`src/rtl/sru_pkg.sv`:
```
package sru_pkg;

  typedef enum logic [2:0] {
    OP_SHL  = 3'd0,
    OP_SHR  = 3'd1,
    OP_RCL  = 3'd2,
    OP_RCR  = 3'd3,
    OP_SAR  = 3'd4,
    OP_NSWP = 3'd5,
    OP_RSV6 = 3'd6,
    OP_RSV7 = 3'd7
  } sru_op_e;

  localparam int FLAG_W = 5;
  localparam int FL_C   = 0;
  localparam int FL_Z   = 1;
  localparam int FL_N   = 2;
  localparam int FL_V   = 3;
  localparam int FL_H   = 4;

  typedef logic [FLAG_W-1:0] sru_flags_t;

  localparam sru_flags_t MASK_LEFT  = 5'b11111;
  localparam sru_flags_t MASK_RIGHT = 5'b01111;
  localparam sru_flags_t MASK_NONE  = 5'b00000;

endpackage

```
`src/rtl/sru_shifter.sv`:
```
module sru_shifter
  import sru_pkg::*;
#(
  parameter int W = 8
) (
  input  logic [W-1:0] opnd,
  input  logic         cin,
  input  sru_op_e      op,
  output logic [W-1:0] res,
  output logic         cout,
  output logic         half_bit
);
  localparam int HALF = W / 2;

  logic [W-1:0] swapped;

  // half swap built lane by lane
  for (genvar i = 0; i < HALF; i++) begin : g_swap
    assign swapped[i]        = opnd[i + HALF];
    assign swapped[i + HALF] = opnd[i];
  end

  assign half_bit = opnd[HALF-1];

  always_comb begin
    res  = opnd;
    cout = cin;
    unique case (op)
      OP_SHL: begin
        res  = {opnd[W-2:0], 1'b0};
        cout = opnd[W-1];
      end
      OP_SHR: begin
        res  = {1'b0, opnd[W-1:1]};
        cout = opnd[0];
      end
      OP_RCL: begin
        res  = {opnd[W-2:0], cin};
        cout = opnd[W-1];
      end
      OP_RCR: begin
        res  = {cin, opnd[W-1:1]};
        cout = opnd[0];
      end
      OP_SAR: begin
        res  = {opnd[W-1], opnd[W-1:1]};
        cout = opnd[0];
      end
      OP_NSWP: begin
        res  = swapped;
        cout = cin;
      end
      default: begin
        res  = opnd;
        cout = cin;
      end
    endcase
  end
endmodule

```
`src/rtl/sru_flag_gen.sv`:
```
module sru_flag_gen
  import sru_pkg::*;
#(
  parameter int W = 8
) (
  input  sru_op_e      op,
  input  logic [W-1:0] res,
  input  logic         cout,
  input  logic         half_bit,
  output sru_flags_t   flags,
  output sru_flags_t   mask
);
  sru_flags_t raw;

  always_comb begin
    unique case (op)
      OP_SHL, OP_RCL:         mask = MASK_LEFT;
      OP_SHR, OP_RCR, OP_SAR: mask = MASK_RIGHT;
      default:                mask = MASK_NONE;
    endcase
  end

  always_comb begin
    raw       = '0;
    raw[FL_C] = cout;
    raw[FL_Z] = (res == '0);
    raw[FL_N] = res[W-1];
    raw[FL_V] = res[W-1] ^ cout;
    raw[FL_H] = half_bit;
  end

  assign flags = raw & mask;
endmodule

```
`src/rtl/sru_out_stage.sv`:
```
module sru_out_stage #(
  parameter int PW = 18
) (
  input  logic          clk,
  input  logic          rst_n,
  input  logic          s_valid,
  output logic          s_ready,
  input  logic [PW-1:0] s_payload,
  output logic          m_valid,
  input  logic          m_ready,
  output logic [PW-1:0] m_payload
);
  assign s_ready = !m_valid || m_ready;

  always_ff @(posedge clk or negedge rst_n) begin
    if (!rst_n) begin
      m_valid   <= 1'b0;
      m_payload <= '0;
    end else if (s_ready) begin
      m_valid <= s_valid;
      if (s_valid) m_payload <= s_payload;
    end
  end
endmodule

```
`src/rtl/sru_shift_unit.sv`:
```
module sru_shift_unit
  import sru_pkg::*;
#(
  parameter int W = 8
) (
  input  logic                clk,
  input  logic                rst_n,
  input  logic                in_valid,
  output logic                in_ready,
  input  logic [W-1:0]        in_data,
  input  logic                in_carry,
  input  logic [2:0]          in_op,
  output logic                out_valid,
  input  logic                out_ready,
  output logic [W-1:0]        out_data,
  output logic [FLAG_W-1:0]   out_flags,
  output logic [FLAG_W-1:0]   out_mask
);
  localparam int PW = W + 2 * FLAG_W;

  sru_op_e      op;
  logic [W-1:0] res;
  logic         cout;
  logic         half_bit;
  sru_flags_t   flags;
  sru_flags_t   mask;
  logic [PW-1:0] pay_in;
  logic [PW-1:0] pay_out;

  assign op = sru_op_e'(in_op);

  sru_shifter #(.W(W)) u_shift (
    .opnd     (in_data),
    .cin      (in_carry),
    .op       (op),
    .res      (res),
    .cout     (cout),
    .half_bit (half_bit)
  );

  sru_flag_gen #(.W(W)) u_flags (
    .op       (op),
    .res      (res),
    .cout     (cout),
    .half_bit (half_bit),
    .flags    (flags),
    .mask     (mask)
  );

  assign pay_in = {res, flags, mask};

  sru_out_stage #(.PW(PW)) u_stage (
    .clk       (clk),
    .rst_n     (rst_n),
    .s_valid   (in_valid),
    .s_ready   (in_ready),
    .s_payload (pay_in),
    .m_valid   (out_valid),
    .m_ready   (out_ready),
    .m_payload (pay_out)
  );

  assign out_data  = pay_out[PW-1 -: W];
  assign out_flags = pay_out[2*FLAG_W-1 -: FLAG_W];
  assign out_mask  = pay_out[FLAG_W-1:0];
endmodule

```
`config.mk`:
```
export PLATFORM = sky130hd
export DESIGN_NAME = sru_shift_unit
export DESIGN_NICKNAME = d
export VERILOG_FILES = /design/src/rtl/sru_pkg.sv /design/src/rtl/sru_shifter.sv /design/src/rtl/sru_flag_gen.sv /design/src/rtl/sru_out_stage.sv /design/src/rtl/sru_shift_unit.sv
export SDC_FILE = /design/constraint.sdc
export NUM_CORES = 1
export LEC_CHECK = 0
export BUFFER_PORTS_ARGS = -buffer_cell sky130_fd_sc_hd__clkbuf_2
export CAP_MARGIN = 15
export CORE_UTILIZATION = 30
export CTS_BUF_LIST = sky130_fd_sc_hd__clkbuf_2 sky130_fd_sc_hd__clkbuf_4 sky130_fd_sc_hd__clkbuf_8
export DETAILED_ROUTE_END_ITERATION = 16
export PLACE_DENSITY = 0.57
export SYNTH_ARGS = -nofsm -noshare
export SYNTH_HDL_FRONTEND = slang
export SYNTH_SLANG_ARGS = --single-unit
```
`constraint.sdc`:
```
create_clock -name clk -period 1.6 [get_ports clk]
set_clock_uncertainty 0.05 [all_clocks]
set_input_delay 0.08 -clock clk [delete_from_list [all_inputs] [get_ports clk]]
set_output_delay 0.08 -clock clk [all_outputs]
set_load 0.005 [all_outputs]
```
==> results of run 1 <==
how the worst max path moves through the flow:
| stage | from | endpoint | slack [ns] | cells past startpoint |
|---|---|---|---|---|
| floorplan | in_op[1] | u_stage.m_payload[6]$_DFFE_PN0P_ | 0.26 | 6 |
| global placement | in_op[1] | u_stage.m_payload[6]$_DFFE_PN0P_ | 0.06 | 6 |
| detailed placement | in_op[2] | u_stage.m_payload[6]$_DFFE_PN0P_ | 0.05 | 6 |
| CTS | u_stage.m_valid$_DFFE_PN0N_ | u_stage.m_payload[12]$_DFFE_PN0P_ | 0.32 | 5 |
| global route | u_stage.m_valid$_DFFE_PN0N_ | u_stage.m_payload[12]$_DFFE_PN0P_ | 0.17 | 4 |
| finish | in_op[2] | u_stage.m_payload[6]$_DFFE_PN0P_ | 0.34 | 6 |
logic make-up after synthesis:
kind of cell    after synthesis  share of synthesized area
mux                           2                    0.02019
xor+xnor                      1                   0.008315
compound gates               46                     0.2779
simple gates                 47                     0.2292
flops                        16                     0.3800
buf+inv                      14                    0.08432
flip-flops by register name, indices dropped and copies added (netlist names):
name               cells
u_stage.m_payload     15
u_stage.m_valid        1
tightest hold or removal path, cell delays in order:
cell	delay [ns]
clkbuf_2	0.07
nand2b_1	0.15
nand2b_1	0.07
placed cells by master, fill, tap and decap left out, types with 2 or more instances in the layout:
cell,count
clkbuf_4,3
clkbuf_2,35
a21oi_1,4
o32ai_1,6
inv_1,2
nand2_1,21
nor3b_2,2
o21ai_0,25
nand3_1,2
nor3b_1,7
nor2_1,9
dfrtp_1,16
nand2b_1,3
a22oi_1,2
buf_4,8
dlygate4sd3_1,2
area by class of cell:
| class | instances | area share |
|---|---|---|
| Clock buffer | 4 | 0.02746 |
| Inverter | 2 | 0.005682 |
| Multi-Input combinational cell | 96 | 0.4271 |
| Sequential cell | 16 | 0.3030 |
| Tap cell | 46 | 0.04356 |
| Timing Repair Buffer | 45 | 0.1932 |
what timing repair did:
| action | CTS | global route |
|---|---|---|
| endpoints found under the hold margin | 17 | 0 |
| setup buffers | 0 | 0 |
| gates resized for setup | 0 | 0 |
| hold buffers | 2 | 0 |
cells in the mapped netlist (2+ instances only):
library cell / instances / area share
o32ai_1: 6 / 0.050
clkbuf_1: 4 / 0.014
buf_6: 3 / 0.032
dfrtp_1: 16 / 0.38
nand2b_1: 3 / 0.018
a21oi_1: 4 / 0.019
nor2_1: 9 / 0.032
nand2_1: 21 / 0.075
a22oi_1: 2 / 0.014
buf_2: 2 / 0.0095
nor3b_1: 7 / 0.050
o21ai_0: 25 / 0.12
inv_1: 2 / 0.0071
buf_4: 3 / 0.021
nor3b_2: 2 / 0.024
nand3_1: 2 / 0.0095
stage by stage:
stage | hold slack (ns) | area (um^2)
floorplan | -0.2656 | 1054
global placement | -0.02802 | 1265
detailed placement | -0.02658 | 1265
CTS | 0.07393 | 1321
global route | 0.08945 | 1321
finish | 0.07556 | 1321
power groups by stage:
stage	Combinational (W)	Sequential, W	Clock (W)
after floorplan	0.000170	0.000500	0
after global placement	0.000306	0.000495	0
after detailed placement	0.000307	0.000499	0
after CTS	0.000311	0.000491	0.000271
after global routing	0.000353	0.000497	0.000295
final	0.000309	0.000489	0.000265
per-layer routing:
metal  share of wire  global-route usage  up-vias
li1                -                   -      527
met1            0.49              0.2212      493
met2            0.43              0.2158       47
met3           0.078             0.01891        2
met4          0.0050             0.05844        0
met5               0                   0        -
==> key figures, run 1 <==
Synth
  • Avg Cell Area, Syn: 8.361 um^2
  • Mapped Area: 1054 um^2
  • Syn_nets: 142
  • Prevailing post-synth register cell: dfrtp_1
  • Synth async-reset ratio: 1.000
  • Synthesis-stage register bit count: 16
  • Synth warn: 0
  • Yosys cell types: 31
  • Post-synth EDFFs: 0
  • Cells after Synth: 126
  • Sequential cell area fraction in the yosys report: 0.3800

Setup path
  • Setup CP Type: input port to flip-flop
  • RR Startpoint: u_stage.m_valid$_DFFE_PN0N_
  • Max stage delay on crit path: 0.36 ns
  • Critical-path cell list: clkbuf_2 -> nor3b_1 -> o32ai_1 -> o41ai_2 -> nand2_1 -> o31ai_2
  • Reg2Reg Setup Slack: 0.34 ns
  • RR Endpoint: u_stage.m_payload[12]$_DFFE_PN0P_
  • Critical path peak fanout: 13
  • Top cell family by delay on the critical path: compound AO/OA/AOI/OAI gates
  • Crit. End Element: flip-flop
  • Crit path max-delay cell type: o41ai_2
  • CP arrival: 1.42 ns
  • Reg2reg path depth: 5
  • Critical path data required time: 1.75 ns
  • CP bufs+invs: 1
  • CP startpoint kind: input port

Place
  • Routability cong.: 0.8956
  • Setup WS pre-CTS: 0.05335 ns
  • Dpl cells: 203
  • PortBufs: 35
  • DP Wirelength: 2.038 mm

Finish
  • NumNets Final: 180
  • Non-filler instance count after layout: 209
  • Final Core Density: 0.3929
  • # diodes: 0
  • Multi-input logic area: 564.3 um^2
  • Reg area: 400.4 um^2
  • Share of cells above drive strength 1: 0.3190
  • P&R area growth vs syn: 25.42%
  • Filler instances: 370

Routing
  • Vias per inst: 5.115
  • Detail Route Antenna Nets: 0
  • Vias: 1069
  • Drt total wl: 2.591 mm
  • DR pass1 iterations: 4
  • Starting DRT DRC Count: 52
  • Routed len/inst: 12.40 um
  • Remaining DRCs: 0

STA
  • Worst relative slew slack: 0.6446
  • Final setup fails: 0
  • Peak Freq: 790.7 MHz
  • Tmin final: 1.265 ns
  • RSZ-0062 raised after global routing: no
  • Final hold vios: 0
  • Setup tns final: 0 ns
  • Final worst path period share: 0.7904
  • Worst Tran Pin Value: 0.5314 ns
  • Final worst slack: 0.3354 ns
  • Fin. max-slew vios: 0

Clock network
  • Worst skew pair latency: 0.28 ns
  • Clk sinks: 16
  • Number of CTS-inserted buffers: 3
  • Root buffer cell: clkbuf_4
  • Clock buffer depth: 2
  • Clock transition at path regs: 0.09 ns
  • TritonCTS clock tree: done
  • Htree depth: 1

Power and ir drop
  • Sw Share: 0.3058
  • Total power: 0.001062 W
  • Int Power: 0.0007376 W
  • Combinational power share: 0.291
  • P_sw: 0.0003249 W
  • LEAKAGE: 0.6003 nW
  • PwrDens: 804.1 nW/um^2
  • Clk pwr share: 0.249
  • Sequential Power Share: 0.460
  • Worst IR Drop VDD: 240.9 uV

Floorplan
  • Die span in x: 61.26 um
  • Die Y: 61.26 um
  • Initial core utilization: 0.3132
  • Row count: 21
  • Core area: 3363 um^2
  • Die area: 3753 um^2
  • # IOs: 36

Hold path
  • Min-delay src: out_ready
  • Worst Hold Class: input port to flip-flop
  • Worst Hold End: u_stage.m_valid$_DFFE_PN0N_
  • Min-Delay Path Depth: 3

Global routing
  • Initial antenna violation count: 0
  • Global-route wire length before repair: 4.167 mm
  • Vias in the first global route: 917
  • GRT Util Overall: 0.1484
  • Largest net degree at the start of global routing: 23
  • Final global-route overflow total: 0

Outcome
  • Status: finished clean

Run
  • Max-cap violations: 0
No activity file was read; power rests on OpenSTA's default activity.
==> run 2, diff against run 1 <==
- PLACE_DENSITY: 0.57 -> 0.59
- clock period: 1.6 -> 1.02 ns (I/O delays scaled with it)
==> run 2 against run 1 <==
Against the previous run: the flow now finishes with violations (negative setup slack); non-clock buffer count up 24; utilization rose by 12 points; clock power increased by 55%; sequential power rose by 57%; final area grew 30%; combinational power increased by 120%; cell count up 11%; worst hold slack improved by 0.015 ns; critical path depth unchanged; sequential cell count did not move; largest power group unchanged; highest routed layer unchanged.
==> key figures, run 2 (synthesized netlist as in run 1, its figures left out) <==
Outcome
  • Status: finished with violations
  • Violated checks: negative setup slack

Finish
  • Most common cell after layout, fill and taps aside: clkbuf_2
  • Reg area: 400.4 um^2 (unchanged)
  • # diodes: 0 (unchanged)
  • Multi-input logic area: 703.2 um^2 (+25%)
  • Non-filler instance count after layout: 233 (+11%)
  • NumNets Final: 204 (+13%)
  • Filler instances: 347 (-6.2%)
  • Max reg flops: 15 (unchanged)
  • P&R area growth vs syn: 63.30%
  • Most frequent cells in the layout: 30 x clkbuf_2, 29 x buf_4, 20 x nand2_1
  • Registers with the most flip-flops: u_stage.m_payload: 15 flops, u_stage.m_valid: 1 flops
  • Share of cells above drive strength 1: 0.4866 (+0.1676)
  • Biggest register: u_stage.m_payload
  • Final Core Density: 0.5115 (+0.1187)

STA
  • Peak Freq: 874.0 MHz
  • Final hold vios: 0 (unchanged)
  • RSZ-0062 raised after global routing: yes
  • Fin. max-slew vios: 0 (unchanged)
  • Final worst slack: -0.1241 ns (-0.4595 ns)
  • Worst Tran Pin Value: 0.4706 ns (-0.06078 ns)
  • Tmin final: 1.144 ns
  • Setup tns final: -0.4568 ns (-0.4568 ns)
  • Final worst path period share: 1.122
  • Worst relative slew slack: 0.6853 (+0.04064)
  • Final setup fails: 13 (+13)

Floorplan
  • Die area: 3753 um^2 (unchanged)
  • Core area: 3363 um^2 (unchanged)
  • Row count: 21 (unchanged)
  • Die Y: 61.26 um (unchanged)
  • Die span in x: 61.26 um (unchanged)
  • # IOs: 36 (unchanged)
  • Initial core utilization: 0.3132 (unchanged)

Place
  • PortBufs: 35 (unchanged)
  • DP Wirelength: 2.265 mm (+11%)
  • Routability cong.: 0.8341 (-6.9%)
  • Dpl cells: 225 (+11%)

Power and ir drop
  • PwrDens: 1081 nW/um^2 (+34%)
  • Worst IR Drop VDD: 404.3 uV (+68%)
  • LEAKAGE: 0.7881 nW (+31%)
  • Total power: 0.001860 W (+75%)

Hold path
  • Worst Hold Class: input port to flip-flop

Routing
  • Vias per inst: 4.948 (-3.3%)
  • Detail Route Antenna Nets: 0 (unchanged)
  • Vias: 1153 (+7.9%)
  • Starting DRT DRC Count: 50 (-3.8%)
  • Remaining DRCs: 0 (unchanged)
  • Routed len/inst: 13.24 um (+6.8%)
  • Drt total wl: 3.086 mm (+19%)
  • DR pass1 iterations: 4 (unchanged)

Clock network
  • TritonCTS clock tree: done
  • Clk sinks: 16 (unchanged)
  • Htree depth: 1 (unchanged)
  • Clock transition at path regs: 0.09 ns (about the same)
  • Number of CTS-inserted buffers: 3 (unchanged)
  • Root buffer cell: clkbuf_4
  • Clock buffer depth: 2 (unchanged)
  • Worst skew pair latency: 0.28 ns (about the same)

Setup path
  • Critical path data required time: 1.17 ns (-0.58 ns)
  • Critical path peak fanout: 16 (+3)
  • Crit. End Element: flip-flop
  • CP arrival: 1.29 ns (-0.13 ns)
  • CP startpoint kind: input port
  • Setup CP Type: input port to flip-flop

Global routing
  • Largest net degree at the start of global routing: 20 (-13%)
  • GRT Util Overall: 0.1779 (+0.02947)
  • Global-route wire length before repair: 4.933 mm (+18%)
  • Vias in the first global route: 1083 (+18%)
  • Initial antenna violation count: 0 (unchanged)
  • Final global-route overflow total: 0 (unchanged)

Run
  • Max-cap violations: 0 (unchanged)
==> run 2: worst paths after layout <==
path / from / end / slack, ns / depth (start not counted)
max in group asynchronous: rst_n / u_stage.m_payload[6]$_DFFE_PN0P_ / 0.49 / 2
min in group asynchronous: rst_n / u_stage.m_payload[10]$_DFFE_PN0P_ / 0.16 / 2
setup / recovery: in_op[2] / u_stage.m_payload[6]$_DFFE_PN0P_ / -0.12 / 6
hold / removal: in_valid / u_stage.m_payload[10]$_DFFE_PN0P_ / 0.09 / 3
setup reg to reg: u_stage.m_valid$_DFFE_PN0N_ / u_stage.m_payload[6]$_DFFE_PN0P_ / -0.12 / 4
hold reg to reg: u_stage.m_payload[17]$_DFFE_PN0P_ / u_stage.m_payload[17]$_DFFE_PN0P_ / 0.45 / 2
==> run 2: what timing repair did <==
item,4_1_cts,5_1_grt
hold buffers,2,0
pin swaps,9,5
endpoints found under the setup margin,16,16
setup buffers,1,1
endpoints found under the hold margin,17,0
gates resized for setup,33,1
==> run 2: critical path: stages <==
cell	delay (ns)
clkbuf_16	0.13
nor3b_4	0.29
o32ai_4	0.17
a222oi_1	0.35
nand2_1	0.12
o31ai_2	0.18
==> run 2: cell type report <==
cell class                      instances  area share
Inverter                                2    0.004364
Tap cell                               46     0.03345
Sequential cell                        16      0.2327
Clock buffer                            4     0.02109
Timing Repair Buffer                   69      0.2996
Multi-Input combinational cell         96      0.4087
==> run 2: per-layer routing <==
metal	GRT usage	vias to the layer above	share of wire
met4	0.08117	0	0.0065
li1	-	579	-
met3	0.01891	4	0.045
met5	0	-	0
met2	0.3043	29	0.50
met1	0.2246	541	0.45
==> run 2: power breakdown <==
part           total, W  internal (W)  switching (W)
logic          0.000680      0.000354       0.000325
clock network  0.000411      0.000217       0.000194
registers      0.000770      0.000718      0.0000510
==> run 2: through the flow <==
| stage | instance area (um^2) | hold WS [ns] | worst slack, ns |
|---|---|---|---|
| global route | 1720 | 0.1094 | -0.1981 |
| floorplan | 1116 | -0.2946 | -0.2224 |
| global placement | 1464 | -0.06401 | -0.5601 |
| detailed placement | 1464 | -0.05708 | -0.5779 |
| CTS | 1707 | 0.08117 | -0.1158 |
| finish | 1720 | 0.09050 | -0.1241 |
